$ cat src/rtl/loop_counter_pkg.sv
// Package: loop_counter_pkg
// Shared helpers for the delay-loop counter: the three-input majority
// function used as the gating element and the loop-depth rule.
// Assumes callers pass a bit index below 31.
package loop_counter_pkg;

    // Three-input majority: true when at least two inputs are true.
    function automatic logic maj3(input logic a, input logic b, input logic c);
        return (a & b) | (a & c) | (b & c);
    endfunction

    // Number of stages in the loop that drives bit k.
    function automatic int unsigned loop_depth(input int unsigned k);
        return 32'd1 << k;
    endfunction

endpackage

$ cat src/rtl/lc_delay_loop.sv
// Module: lc_delay_loop
// One closed delay line of DEPTH stages. The head is loaded with the
// inverted tail, gated by the reset through a majority gate with one input
// tied low (an AND). The tail is the output bit, which inverts once per
// trip around the loop. Assumes DEPTH >= 1 and that reset is held for at
// least DEPTH cycles before the tail is trusted.
module lc_delay_loop #(
    parameter int unsigned DEPTH = 1
) (
    input  logic clk,
    input  logic rst_n,
    output logic tap
);
    import loop_counter_pkg::*;

    logic [DEPTH-1:0] stage;
    logic             head;

    // Feedback: invert the tail, then AND it with reset through the majority gate.
    always_comb begin
        head = maj3(~stage[DEPTH-1], rst_n, 1'b0);
    end

    generate
        if (DEPTH == 1) begin : g_single
            // Single stage: the head value lands directly in the tail.
            always_ff @(posedge clk) begin
                stage[0] <= head;
            end
        end else begin : g_chain
            // Multi-stage: shift the head value toward the tail by one stage.
            always_ff @(posedge clk) begin
                stage <= {stage[DEPTH-2:0], head};
            end
        end
    endgenerate

    // Output tap: the tail of the line.
    assign tap = stage[DEPTH-1];

endmodule

$ cat src/rtl/lc_settle_tracker.sv
// Module: lc_settle_tracker
// Decides when the combined count can be trusted. A flush chain of LAT
// stages fills with ones only after LAT consecutive low reset samples,
// whatever it held before. At the first edge after release, that chain
// says whether the deepest loop was fully cleared. A run counter then
// waits LAT edges before the flag is raised. The flag is also gated
// combinationally by reset. Assumes LAT >= 1.
module lc_settle_tracker #(
    parameter int unsigned LAT = 8
) (
    input  logic clk,
    input  logic rst_n,
    output logic valid
);
    localparam int unsigned CW = $clog2(LAT + 1);
    localparam logic [CW-1:0] RUN_DONE = CW'(LAT);

    logic [LAT-1:0] flush_sr;
    logic           started;
    logic           armed;
    logic [CW-1:0]  run_cnt;

    generate
        if (LAT == 1) begin : g_flush1
            // Flush chain of one stage: set by any low reset sample.
            always_ff @(posedge clk) begin
                flush_sr[0] <= ~rst_n;
            end
        end else begin : g_flushn
            // Flush chain: a one walks in per low sample; any high sample clears it.
            always_ff @(posedge clk) begin
                flush_sr <= {flush_sr[LAT-2:0], 1'b1} & {LAT{~rst_n}};
            end
        end
    endgenerate

    // Run state: latch the flush result at release, then count up to LAT edges.
    always_ff @(posedge clk) begin
        if (!rst_n) begin
            started <= 1'b0;
            armed   <= 1'b0;
            run_cnt <= '0;
        end else begin
            started <= 1'b1;
            if (!started) begin
                armed <= flush_sr[LAT-1];
            end
            if (run_cnt != RUN_DONE) begin
                run_cnt <= run_cnt + 1'b1;
            end
        end
    end

    // Valid flag: armed, settled, and not currently held in reset.
    always_comb begin
        valid = rst_n & armed & (run_cnt == RUN_DONE);
    end

endmodule

$ cat src/rtl/loop_counter.sv
// Module: loop_counter
// N-bit up counter built from N independent recirculating delay loops.
// Loop k holds 2^k stages, so its tail flips every 2^k cycles and the
// tails together read as a binary count. One shared active-low reset
// gates every loop head. A settle tracker raises valid one deepest-loop
// period after release. Assumes N between 1 and 10 and that reset is held
// for at least 2^(N-1) cycles before counting is wanted.
module loop_counter #(
    parameter int unsigned N = 4
) (
    input  logic         clk,
    input  logic         rst_n,
    output logic [N-1:0] count,
    output logic         valid
);
    import loop_counter_pkg::*;

    localparam int unsigned LAT = loop_depth(N - 1);

    // One delay loop per output bit; the depth doubles with each bit.
    generate
        for (genvar k = 0; k < N; k++) begin : g_bit
            lc_delay_loop #(
                .DEPTH(loop_depth(k))
            ) u_loop (
                .clk  (clk),
                .rst_n(rst_n),
                .tap  (count[k])
            );
        end
    endgenerate

    // Trust tracker shared by all bits.
    lc_settle_tracker #(
        .LAT(LAT)
    ) u_settle (
        .clk  (clk),
        .rst_n(rst_n),
        .valid(valid)
    );

endmodule

$ cat config.mk
export PLATFORM = sky130hd
export DESIGN_NAME = loop_counter
export DESIGN_NICKNAME = d
export VERILOG_FILES = /design/src/rtl/loop_counter_pkg.sv /design/src/rtl/lc_delay_loop.sv /design/src/rtl/lc_settle_tracker.sv /design/src/rtl/loop_counter.sv
export SDC_FILE = /design/constraint.sdc
export NUM_CORES = 1
export LEC_CHECK = 0
export ABC_CLOCK_PERIOD_IN_PS = 1900
export BUFFER_PORTS_ARGS = -buffer_cell sky130_fd_sc_hd__buf_4
export CAP_MARGIN = 20
export CORE_MARGIN = 2
export CORE_UTILIZATION = 40
export CTS_CLUSTER_SIZE = 16
export DETAILED_ROUTE_END_ITERATION = 8
export PLACE_DENSITY = 0.68
export SLEW_MARGIN = 20
export SYNTH_ARGS = -nofsm -noshare
export SYNTH_HDL_FRONTEND = slang
export SYNTH_SLANG_ARGS = --single-unit
$ cat constraint.sdc
create_clock -name clk -period 1.9 [get_ports clk]
set_input_delay 0.57 -clock clk [delete_from_list [all_inputs] [get_ports clk]]
set_output_delay 0.57 -clock clk [all_outputs]
set_load 0.03 [all_outputs]
# After elaboration in Yosys (flattened, before gate mapping)
# Cells that the tools add are included.
# word_totals
reg_bits	29
out_inout_bits	5
elab_cells	24
# op_classes
bitwise	12
eq_ne	2
add_sub_neg	1
mux	1
# op_table
op	count
$and A8 B8 Y8	1
$and A1 B1 Y1	6
$not A1 Y1	5
$add A4 B1 Y4 const B	1
$eq A4 B4 Y1 const B	1
$ne A4 B4 Y1 const B	1
$mux W1	1

# Longest topological paths before layout
# Gate-level depths: netlist of run 1.
# logic_depth
ltp_word	2
depth_mapped	5
depth_no_buf	5

# By module
# Synthesis of run 1 repeated with hierarchy kept, for this count alone.
# hier_totals
hier_cells	62
area_unflattened_um2	834.6
# by_module_without_submodules
module	cells_each	area_each_um2	instances	seq_area_each_um2
lc_settle_tracker	43	479.2	1	280.3
lc_delay_loop at g_bit[3].u_loop	9	173.9	1	160.2
lc_delay_loop at g_bit[2].u_loop	5	93.8	1	80.1
lc_delay_loop at g_bit[1].u_loop	3	53.8	1	40.0
lc_delay_loop at g_bit[0].u_loop	2	33.8	1	20.0

# Least setup slack after synthesis of run 1
# Ideal clock, no wire load.
# synth_timing
kind	input port to output port
startpoint	in rst_n
endpoint	out valid
path_slack_ps	158
arrival_ps	1172
path_stages	3
cell_sequence	buf_4 > nand2_1 > nor2_1
# synth_between
elab_chain_cells	2
# synth_lines
item	line	source
start: declaration	loop_counter.sv:12	input logic rst_n,
$and A1 B1 Y1 (2 in series)	lc_settle_tracker.sv:56	valid = rst_n & armed & (run_cnt == RUN_DONE);
end: declaration	loop_counter.sv:14	output logic valid
# Every way passes these cells.

# Worst setup path in the final report of run 1
# layout_timing
startpoint	reg u_settle.run_cnt[1]
endpoint	out valid
# layout_between
elab_chain_cells	2
# layout_lines
item	line	source
start: declaration	lc_settle_tracker.sv:21	logic [CW-1:0] run_cnt;
start signal: assignment	lc_settle_tracker.sv:49	run_cnt <= run_cnt + 1'b1;
$eq A4 B4 Y1	lc_settle_tracker.sv:56	
$and A1 B1 Y1	lc_settle_tracker.sv:56	
# Every way passes these cells.

==> impl_metrics.ini, run 1 <==
[sta]
fmax_ghz = 0.5462
slew_violations = 0
fin_tns_setup_ns = 0
finClkSkew_ns = 0.009202
hold_viol = 0
finalSetupViolCount = 0
whs_ns = 0.3196
slew_headroom_pct = 88.48
worstMarginPinSlew_ns = 0.1726
layout_min_cycle_time_ns = 1.831
fin_crit_sh_pct = 96.36

[finish]
fillers = 196
syn2layout_area_growth_pct = 13.92
nets = 78
drive_gt1_share_pct = 25.33
fin_util_pct = 48.02
final_common_cell = dfxtp_1
instances_no_fill = 102
n_antenna_cell = 0
layout_common_cells = 28 x dfxtp_1, 7 x nor2b_1, 7 x nor2_1, 5 x clkbuf_4, 5 x buf_4

[route]
ant_nets = 0
route.detailed.drc = 0
dr.pass1.iters = 3
wirelength_um = 998
vias_per_cell = 4.078
num_vias = 416
drtIter0Drc = 4
wl_per_cell_um = 9.784

[pwr]
p_sw_uw = 230.8
pwr-share-seq_pct = 62.6
power.total_mw = 1.046
powerDensity_nw_per_um2 = 1111
p_int_uw = 815.5
ir_drop_uv = 567.3
swShare_pct = 22.06
clockPowerShare_pct = 31.5
total_leakage_power_nw = 0.3947
pwr-share-comb_pct = 5.9

[flow_run]
drv_cap = 0

[logic_synthesis]
ys_warn_count = 0
ys_ff_latch = 29
syn-num-nets = 70
yosysUniqueCellTypes = 17
syn_area_um2 = 827.0
avgSynthCellArea_um2 = 12.53
ys_seq_area_share_pct = 70.20
synthCells = 66

[clock_tree]
cts.path.max_buffers = 2
insertion_delay_ns = 0.31
cts_root_buffer = clkbuf_4
post_cts_buffers = 0
clk_pin_slew_ns = 0.09
cts.sinks = 29
cts_tree = built
cts_buffers = 5
htree_levels = 2

[worst_setup_path]
cp-end-kind = output port
cp_max_fo = 4
worstSetupPathType = flop to output port
worstReg2RegEnd = u_settle.run_cnt[0]
cp_data_required_time_ns = 1.33
reg2reg_depth = 5
cp.arrival_ns = 1.26
rrSetupSlack_ns = 0.89
startpoint_type = flop
reg2reg_from = u_settle.run_cnt[1]

[floorplan]
start_util_pct = 42.16
die_h_um = 49.47
dieArea_um2 = 2447
ioPinCount = 7
std_cell_rows = 16
fp.coreArea_um2 = 1962
fp.dieW_um = 49.47

[worst_hold_path]
hold_depth = 0
holdPathEnd = g_bit[2].u_loop.stage[3]
hold_class = flop to flop
min-delay-start = g_bit[2].u_loop.stage[2]

[global_routing]
grtUsageTotal_pct = 10.10
grt_pass1_wl_mm = 1.718
antenna_found_initial = 0
overflow = 0
grt_pass1_vias = 392
grt_max_degree = 12

[placed_design]
port_buffers = 6
place_inst = 94
gp_congestion = 0.7087
hpwl_um = 601.2

[status]
status = completed
-- final cells by class --
class	instances	area, µm²	share of cell area, %
Inverter	3	13.76	1.461
Timing Repair Buffer	6	48.80	5.179
Sequential cell	29	581.8	61.75
Tap cell	27	33.78	3.586
Clock buffer	8	48.80	5.179
Multi-Input combinational cell	29	215.2	22.84
-- routing by layer --
metal  GRT usage [%]  routed length, µm
met4           9.722                 26
met2           10.59                396
met3           5.455                 44
met5               0                  0
met1           13.65                531
-- per-stage QoR --
step / area [µm²] / setup WS, ns
after floorplan: 827.0 / 0.1580
after global placement: 868.3 / 0.3066
after detailed placement: 868.3 / 0.2740
after CTS: 929.6 / 0.02315
after global routing: 942.2 / -0.01025
final: 942.2 / 0.06922
-- synthesized netlist by cell type --
cell	number	area share (%)
a21oi_1	1	0.60
buf_4	5	4.5
dfxtp_1	29	70
ha_1	2	3.0
inv_1	2	0.91
inv_4	1	0.76
mux2i_1	1	1.2
nand2_1	2	0.91
nand2b_1	1	0.76
nand3_1	2	1.2
nand3b_1	1	0.91
nand3b_4	1	2.4
nor2_1	8	3.6
nor2b_1	7	5.3
o31ai_2	1	1.5
xnor2_1	1	1.1
xor2_1	1	1.1
-- power by group through the flow --
| stage | combinational (mW) | sequential [mW] | clock, mW |
|---|---|---|---|
| 2_1_floorplan | 0.0507 | 0.665 | 0 |
| 6_report | 0.0618 | 0.655 | 0.329 |
| 3_5_place_dp | 0.0563 | 0.668 | 0 |
| 5_1_grt | 0.0663 | 0.659 | 0.366 |
| 3_3_place_gp | 0.0558 | 0.668 | 0 |
| 4_1_cts | 0.0626 | 0.655 | 0.338 |
-- worst max path at each step --
stage	cells after the start	endpoint	startpoint	slack, ns
finish	5	valid	u_settle.run_cnt[1]	0.07
CTS	5	valid	u_settle.run_cnt[0]	0.02
floorplan	3	valid	rst_n	0.16
global route	5	valid	u_settle.run_cnt[1]	-0.01
global placement	4	valid	rst_n	0.31
detailed placement	4	valid	rst_n	0.27
-- sequential cells by signal (all words and copies together) (netlist names) --
register	flops
g_bit.u_loop.stage	14
u_settle.flush_sr	8
u_settle.started	1
u_settle.armed	1
g_bit.u_loop.tap	1
u_settle.run_cnt	4
-- kinds of logic (layout without fill, tap and decap cells) --
kind of cell    after synthesis  in the layout  share of synthesized area (%)
compound gates                2              2                          2.117
xor+xnor                      2              2                          2.118
fa+ha+maj                     2              2                          3.025
buf+inv                       8             17                          6.204
flops                        29             29                          70.20
mux                           1              1                          1.210
simple gates                 22             22                          15.13
-- timing repair --
action / 4_1_cts / 5_1_grt
cloned: 0 / 0
hold endpoints to repair: 0 / 0
hold buffers: 0 / 0
gates resized for setup: 4 / 4
endpoints found under the setup margin: 1 / 1
-- worst max-delay path, cell delays in order (launching register included) --
cell and delay, ns:
dfxtp_1 0.34, inv_2 0.09, ha_4 0.14, nand3b_4 0.11, nor2_4 0.13, buf_6 0.13
No activity file was read; power rests on OpenSTA's default activity.
==> run 2, diff against run 1 <==
--- a/config.mk
+++ b/config.mk
@@ -12,3 +12,3 @@
 export CORE_UTILIZATION = 40
-export CTS_CLUSTER_SIZE = 16
+export CTS_CLUSTER_SIZE = 25
 export DETAILED_ROUTE_END_ITERATION = 8
==> constraint.sdc (replaced) <==
create_clock -name clk -period 1.9 [get_ports clk]
set_input_delay 0.095 -clock clk [delete_from_list [all_inputs] [get_ports clk]]
set_output_delay 0.095 -clock clk [all_outputs]
set_load 0.03 [all_outputs]
==> run 2 against run 1 <==
Clock power is essentially flat. Non-clock buffer count grew 1. Register-to-register slack lost 0.09 ns. Clock skew shrank 0.0037 ns. Critical path depth is the same. Die area is the same. Routed wire length shrank 0.80%. Fmax grew 28%. Worst hold slack gained 0.011 ns. First-iteration DRC count shrank 100%. Critical path type unchanged.
==> impl_metrics.ini, run 2 (synthesis results as in run 1) <==
[finish]
fin_util_pct = 47.39
nets = 79
layout_common_cells = 29 x dfxtp_1, 8 x nor2_1, 7 x nor2b_1, 6 x buf_4, 5 x clkbuf_4
fillers = 204
top_register = g_bit.u_loop.stage
top_regs = g_bit.u_loop.stage (14), u_settle.flush_sr (8), u_settle.run_cnt (4)
drive_gt1_share_pct = 21.05
final_common_cell = dfxtp_1
syn2layout_area_growth_pct = 12.41
n_antenna_cell = 0
largest_register_ffs = 14

[route]
ant_nets = 0
dr_wl_met2_um = 457
vias_per_cell = 4.097
routedLengthMet1_um = 464
num_vias = 422
dr.pass1.iters = 1
drtIter0Drc = 0
route.detailed.drc = 0
wirelength_um = 990
wl_per_cell_um = 9.612
wl_met3_um = 61
routed.top_layer = met4

[sta]
finalSetupViolCount = 0
slew_headroom_pct = 88.13
worstMarginPinSlew_ns = 0.1778
fmax_ghz = 0.6980
whs_ns = 0.3303
hold_viol = 0
layout_min_cycle_time_ns = 1.433
finClkSkew_ns = 0.005486
rsz0062_at_grt = no
fin_tns_setup_ns = 0
slew_violations = 0
fin_crit_sh_pct = 75.40

[worst_setup_path]
cp_data_required_time_ns = 1.80
startpoint_type = flop
critical_path.cell_chain = inv_1 > ha_1 > nand3b_4 > nor2_1 > buf_4
critPathSlowestCell = dfxtp_1
reg2reg_depth = 5
slowest_delay_ns = 0.33
cp.arrival_ns = 1.34
cp-end-kind = output port
worstSetupPathType = flop to output port
cp_max_fo = 4

[pwr]
total_leakage_power_nw = 0.4033
powerDensity_nw_per_um2 = 1119
power.total_mw = 1.040
ir_drop_uv = 629.0

[floorplan]
die_h_um = 49.47
ioPinCount = 7
fp.dieW_um = 49.47
std_cell_rows = 16
fp.coreArea_um2 = 1962
start_util_pct = 42.16
dieArea_um2 = 2447

[worst_hold_path]
hold_depth = 0
hold_class = flop to flop

[clock_tree]
postCtsResizedCells = 0
clk_pin_slew_ns = 0.08
htree_levels = 2
cts_root_buffer = clkbuf_4
cts_tree = built
cts_buffers = 5
cts.path.max_buffers = 2
cts.sinks = 29
insertion_delay_ns = 0.31

[global_routing]
grt_max_degree = 12
overflow = 0
grtUsageTotal_pct = 10.55
grt_pass1_vias = 447
antenna_found_initial = 0
grt_pass1_wl_mm = 1.787

[flow_run]
drv_cap = 0

[placed_design]
hpwl_um = 595.4
port_buffers = 6
gp_congestion = 0.6454

[status]
status = completed
run 2: report_power, final:
group	switching (mW)	internal [mW]	leakage, nW	total [mW]
Combinational	0.0334	0.0243	0.131	0.0577
Sequential	0.0137	0.641	0.241	0.655
Clock	0.187	0.140	0.0320	0.327
Total	0.234	0.806	0.403	1.04
run 2: final timing paths:
kind / startpoint / to / slack [ns]
setup / recovery: u_settle.run_cnt[1] / valid / 0.47
hold / removal: g_bit[3].u_loop.stage[1] / g_bit[3].u_loop.stage[2] / 0.33
setup reg to reg: u_settle.run_cnt[0] / u_settle.run_cnt[0] / 0.80
hold reg to reg: g_bit[3].u_loop.stage[1] / g_bit[3].u_loop.stage[2] / 0.33
run 2: critical path, delay by kind of cell (launching register included):
family / cells / cell delay, ns
flip-flops: 1 / 0.33
buffers and inverters: 2 / 0.25
adder cells (fa/ha/maj): 1 / 0.22
AND/OR/NAND/NOR: 2 / 0.22
run 2: area by class of cell:
cell class | count | area [µm²] | share of cell area (%)
multi-input cells | 29 | 195.2 | 21.00
clock inverters | 2 | 10.01 | 1.077
flip-flops and latches | 29 | 580.6 | 62.45
repair buffers | 7 | 55.05 | 5.922
clock buffers | 6 | 41.29 | 4.441
inverters | 3 | 13.76 | 1.480
well taps | 27 | 33.78 | 3.634
run 2: repair_timing:
item,4_1_cts,5_1_grt
endpoints found under the hold margin,1,0
hold buffers,1,0
setup buffers,0,0
run 2: stage by stage:
step	worst slack [ns]	instance area (µm²)	cells
2_1_floorplan	0.6879	827.0	66
3_3_place_gp	0.8449	868.3	94
3_5_place_dp	0.7989	868.3	94
4_1_cts	0.4286	929.6	103
5_1_grt	0.3406	929.6	103
6_report	0.4674	929.6	103
run 2: layer usage:
layer,global-route usage (%),vias to the layer above
met5,0,-
met1,10.33,193
met2,15.99,9
met4,6.944,0
met3,7.273,2
li1,-,218
==> run 3, diff against run 2 <==
Settings changed: ABC_CLOCK_PERIOD_IN_PS 1900 to 1450.
Clock period 1.9 ns to 1.45 ns, I/O delays scaled along.
==> run 3 against run 2 <==
Via count grew 0.24%. Worst hold slack got worse by 0.0067 ns. Clock power is 39% higher. Utilization up 0.83 points. Combinational power increased by 46%. Global-route usage hardly changed. Flip-flop and latch count unchanged. Sequential share of layout area fell by 1.1 points. Critical endpoint unchanged. Highest routed layer unchanged.
==> impl_metrics.ini, run 3 (synthesis results as in run 1) <==
[status]
status = completed

[floorplan]
fp.dieW_um = 49.47
die_h_um = 49.47
ioPinCount = 7
start_util_pct = 42.16
fp.coreArea_um2 = 1962
std_cell_rows = 16
dieArea_um2 = 2447

[route]
ant_nets = 0
vias_per_cell = 4.147
wl_per_cell_um = 9.961
dr.pass1.iters = 3
drtIter0Drc = 4
num_vias = 423
route.detailed.drc = 0
wirelength_mm = 1.016

[finish]
instances_no_fill = 102
multi_input_area_um2 = 207.7
syn2layout_area_growth_pct = 14.37
nets = 79
drive_gt1_share_pct = 22.67
fillers = 198
top_regs = g_bit.u_loop.stage (14), u_settle.flush_sr (8), u_settle.run_cnt (4)
final_common_cell = dfxtp_1
largest_register_ffs = 14
n_antenna_cell = 0
seqCellArea_um2 = 580.6
layout_common_cells = 29 x dfxtp_1, 8 x nor2_1, 7 x nor2b_1, 6 x buf_4, 5 x clkbuf_4
top_register = g_bit.u_loop.stage

[sta]
slew_headroom_pct = 87.34
finClkSkew_ns = 0.005663
fin_tns_setup_ns = 0
finalSetupViolCount = 0
slew_violations = 0
rsz0062_at_grt = no
worstMarginPinSlew_ns = 0.1888
fmax_ghz = 0.7386
fin_ws_ns = 0.09615
fin_crit_sh_pct = 93.37
layout_min_cycle_time_ns = 1.354
hold_viol = 0

[worst_hold_path]
hold_class = flop to flop
holdPathEnd = g_bit[3].u_loop.stage[6]
hold_depth = 0
min-delay-start = g_bit[3].u_loop.stage[5]

[pwr]
powerDensity_nw_per_um2 = 1478
ir_drop_uv = 793.8
total_leakage_power_nw = 0.4033

[clock_tree]
cts_buffers = 5
cts.sinks = 29
insertion_delay_ns = 0.30
htree_levels = 2
clk_pin_slew_ns = 0.08
cts_tree = built
post_cts_buffers = 0
cts_root_buffer = clkbuf_4
cts.path.max_buffers = 2

[placed_design]
port_buffers = 6
hpwl_um = 640.9
place_ws_ns = 0.3629
place_inst = 94
gp_congestion = 0.6512

[global_routing]
overflow = 0
grt_max_degree = 12
antenna_found_initial = 0
grtUsageTotal_pct = 10.52
grt_pass1_vias = 417
grt_pass1_wl_mm = 1.738

[worst_setup_path]
cp.arrival_ns = 1.28
critPathTopFamily = flip-flops
cp.buffers_inverters = 2
critPathSlowestCell = dfxtp_1
critical_path.cell_chain = inv_1 > ha_4 > nand3b_4 > nor2_1 > buf_4
reg2reg_from = u_settle.run_cnt[0]
slowest_delay_ns = 0.35
cp_max_fo = 4
worstSetupPathType = flop to output port
rrSetupSlack_ns = 0.42
cp_data_required_time_ns = 1.38
worstReg2RegEnd = u_settle.run_cnt[0]
startpoint_type = flop
cp-end-kind = output port
reg2reg_depth = 5

[flow_run]
drv_cap = 0
run 3: changes by cell type in the layout (fill, tap and decap cells not counted):
cell,previous run,this run
inv_2,0,1
ha_4,0,1
clkbuf_8,0,1
clkinv_2,2,0
inv_1,2,1
ha_1,2,1
run 3: timing repair:
| item | 4_1_cts | 5_1_grt |
|---|---|---|
| endpoints found under the hold margin | 1 | 0 |
| setup endpoints to repair | 0 | 1 |
| resized for setup | 0 | 3 |
| hold buffers | 1 | 0 |
run 3: layout make-up:
cell class / instances / share of cell area [%]
inverter: 3 / 1.455
sequential: 29 / 61.38
multi-input combinational: 29 / 21.96
timing repair buffer: 7 / 5.820
tap: 27 / 3.571
clock buffer: 7 / 5.820
run 3: per-stage QoR:
stage / hold WS (ns) / total power, mW / utilization, % / area [µm²]
finish: 0.3235 / 1.399 / 48.21 / 945.9
global placement: 0.2806 / 0.9477 / 44.26 / 868.3
global route: 0.3337 / 1.473 / 48.21 / 945.9
detailed placement: 0.2877 / 0.9516 / 44.26 / 868.3
floorplan: 0.1002 / 0.9377 / - / 827.0
CTS: 0.3243 / 1.420 / 47.58 / 933.4
run 3: how the worst max path moves through the flow:
stage	to	slack [ns]	startpoint	cells past startpoint
after detailed placement	valid	0.36	u_settle.run_cnt[1]	5
after global routing	valid	0.02	u_settle.run_cnt[0]	5
after floorplan	valid	0.26	u_settle.run_cnt[1]	4
final	valid	0.1	u_settle.run_cnt[0]	5
after CTS	valid	0.009	u_settle.run_cnt[1]	5
after global placement	valid	0.40	u_settle.run_cnt[1]	5
run 3: power breakdown:
group / switching (mW) / internal, mW / total [mW]
sequential: 0.0180 / 0.840 / 0.858
clock: 0.228 / 0.228 / 0.456
combinational: 0.0472 / 0.0369 / 0.0841
total: 0.293 / 1.11 / 1.40
run 3: worst reg2reg max path, stage by stage (launching register included):
cell and delay [ns]:
dfxtp_1 0.39, inv_1 0.09, ha_4 0.17, nand3b_4 0.09, xnor2_1 0.12, nor2_1 0.05
run 3: per-layer routing:
metal / share of wire (%) / vias to the layer above / GRT usage [%] / wire length, µm
met5: 0 / - / 0 / 0
met4: 1.2 / 0 / 6.944 / 12
met3: 6.5 / 2 / 8.182 / 66
met2: 44 / 9 / 14.86 / 444
met1: 48 / 193 / 10.62 / 491
li1: - / 219 / - / -
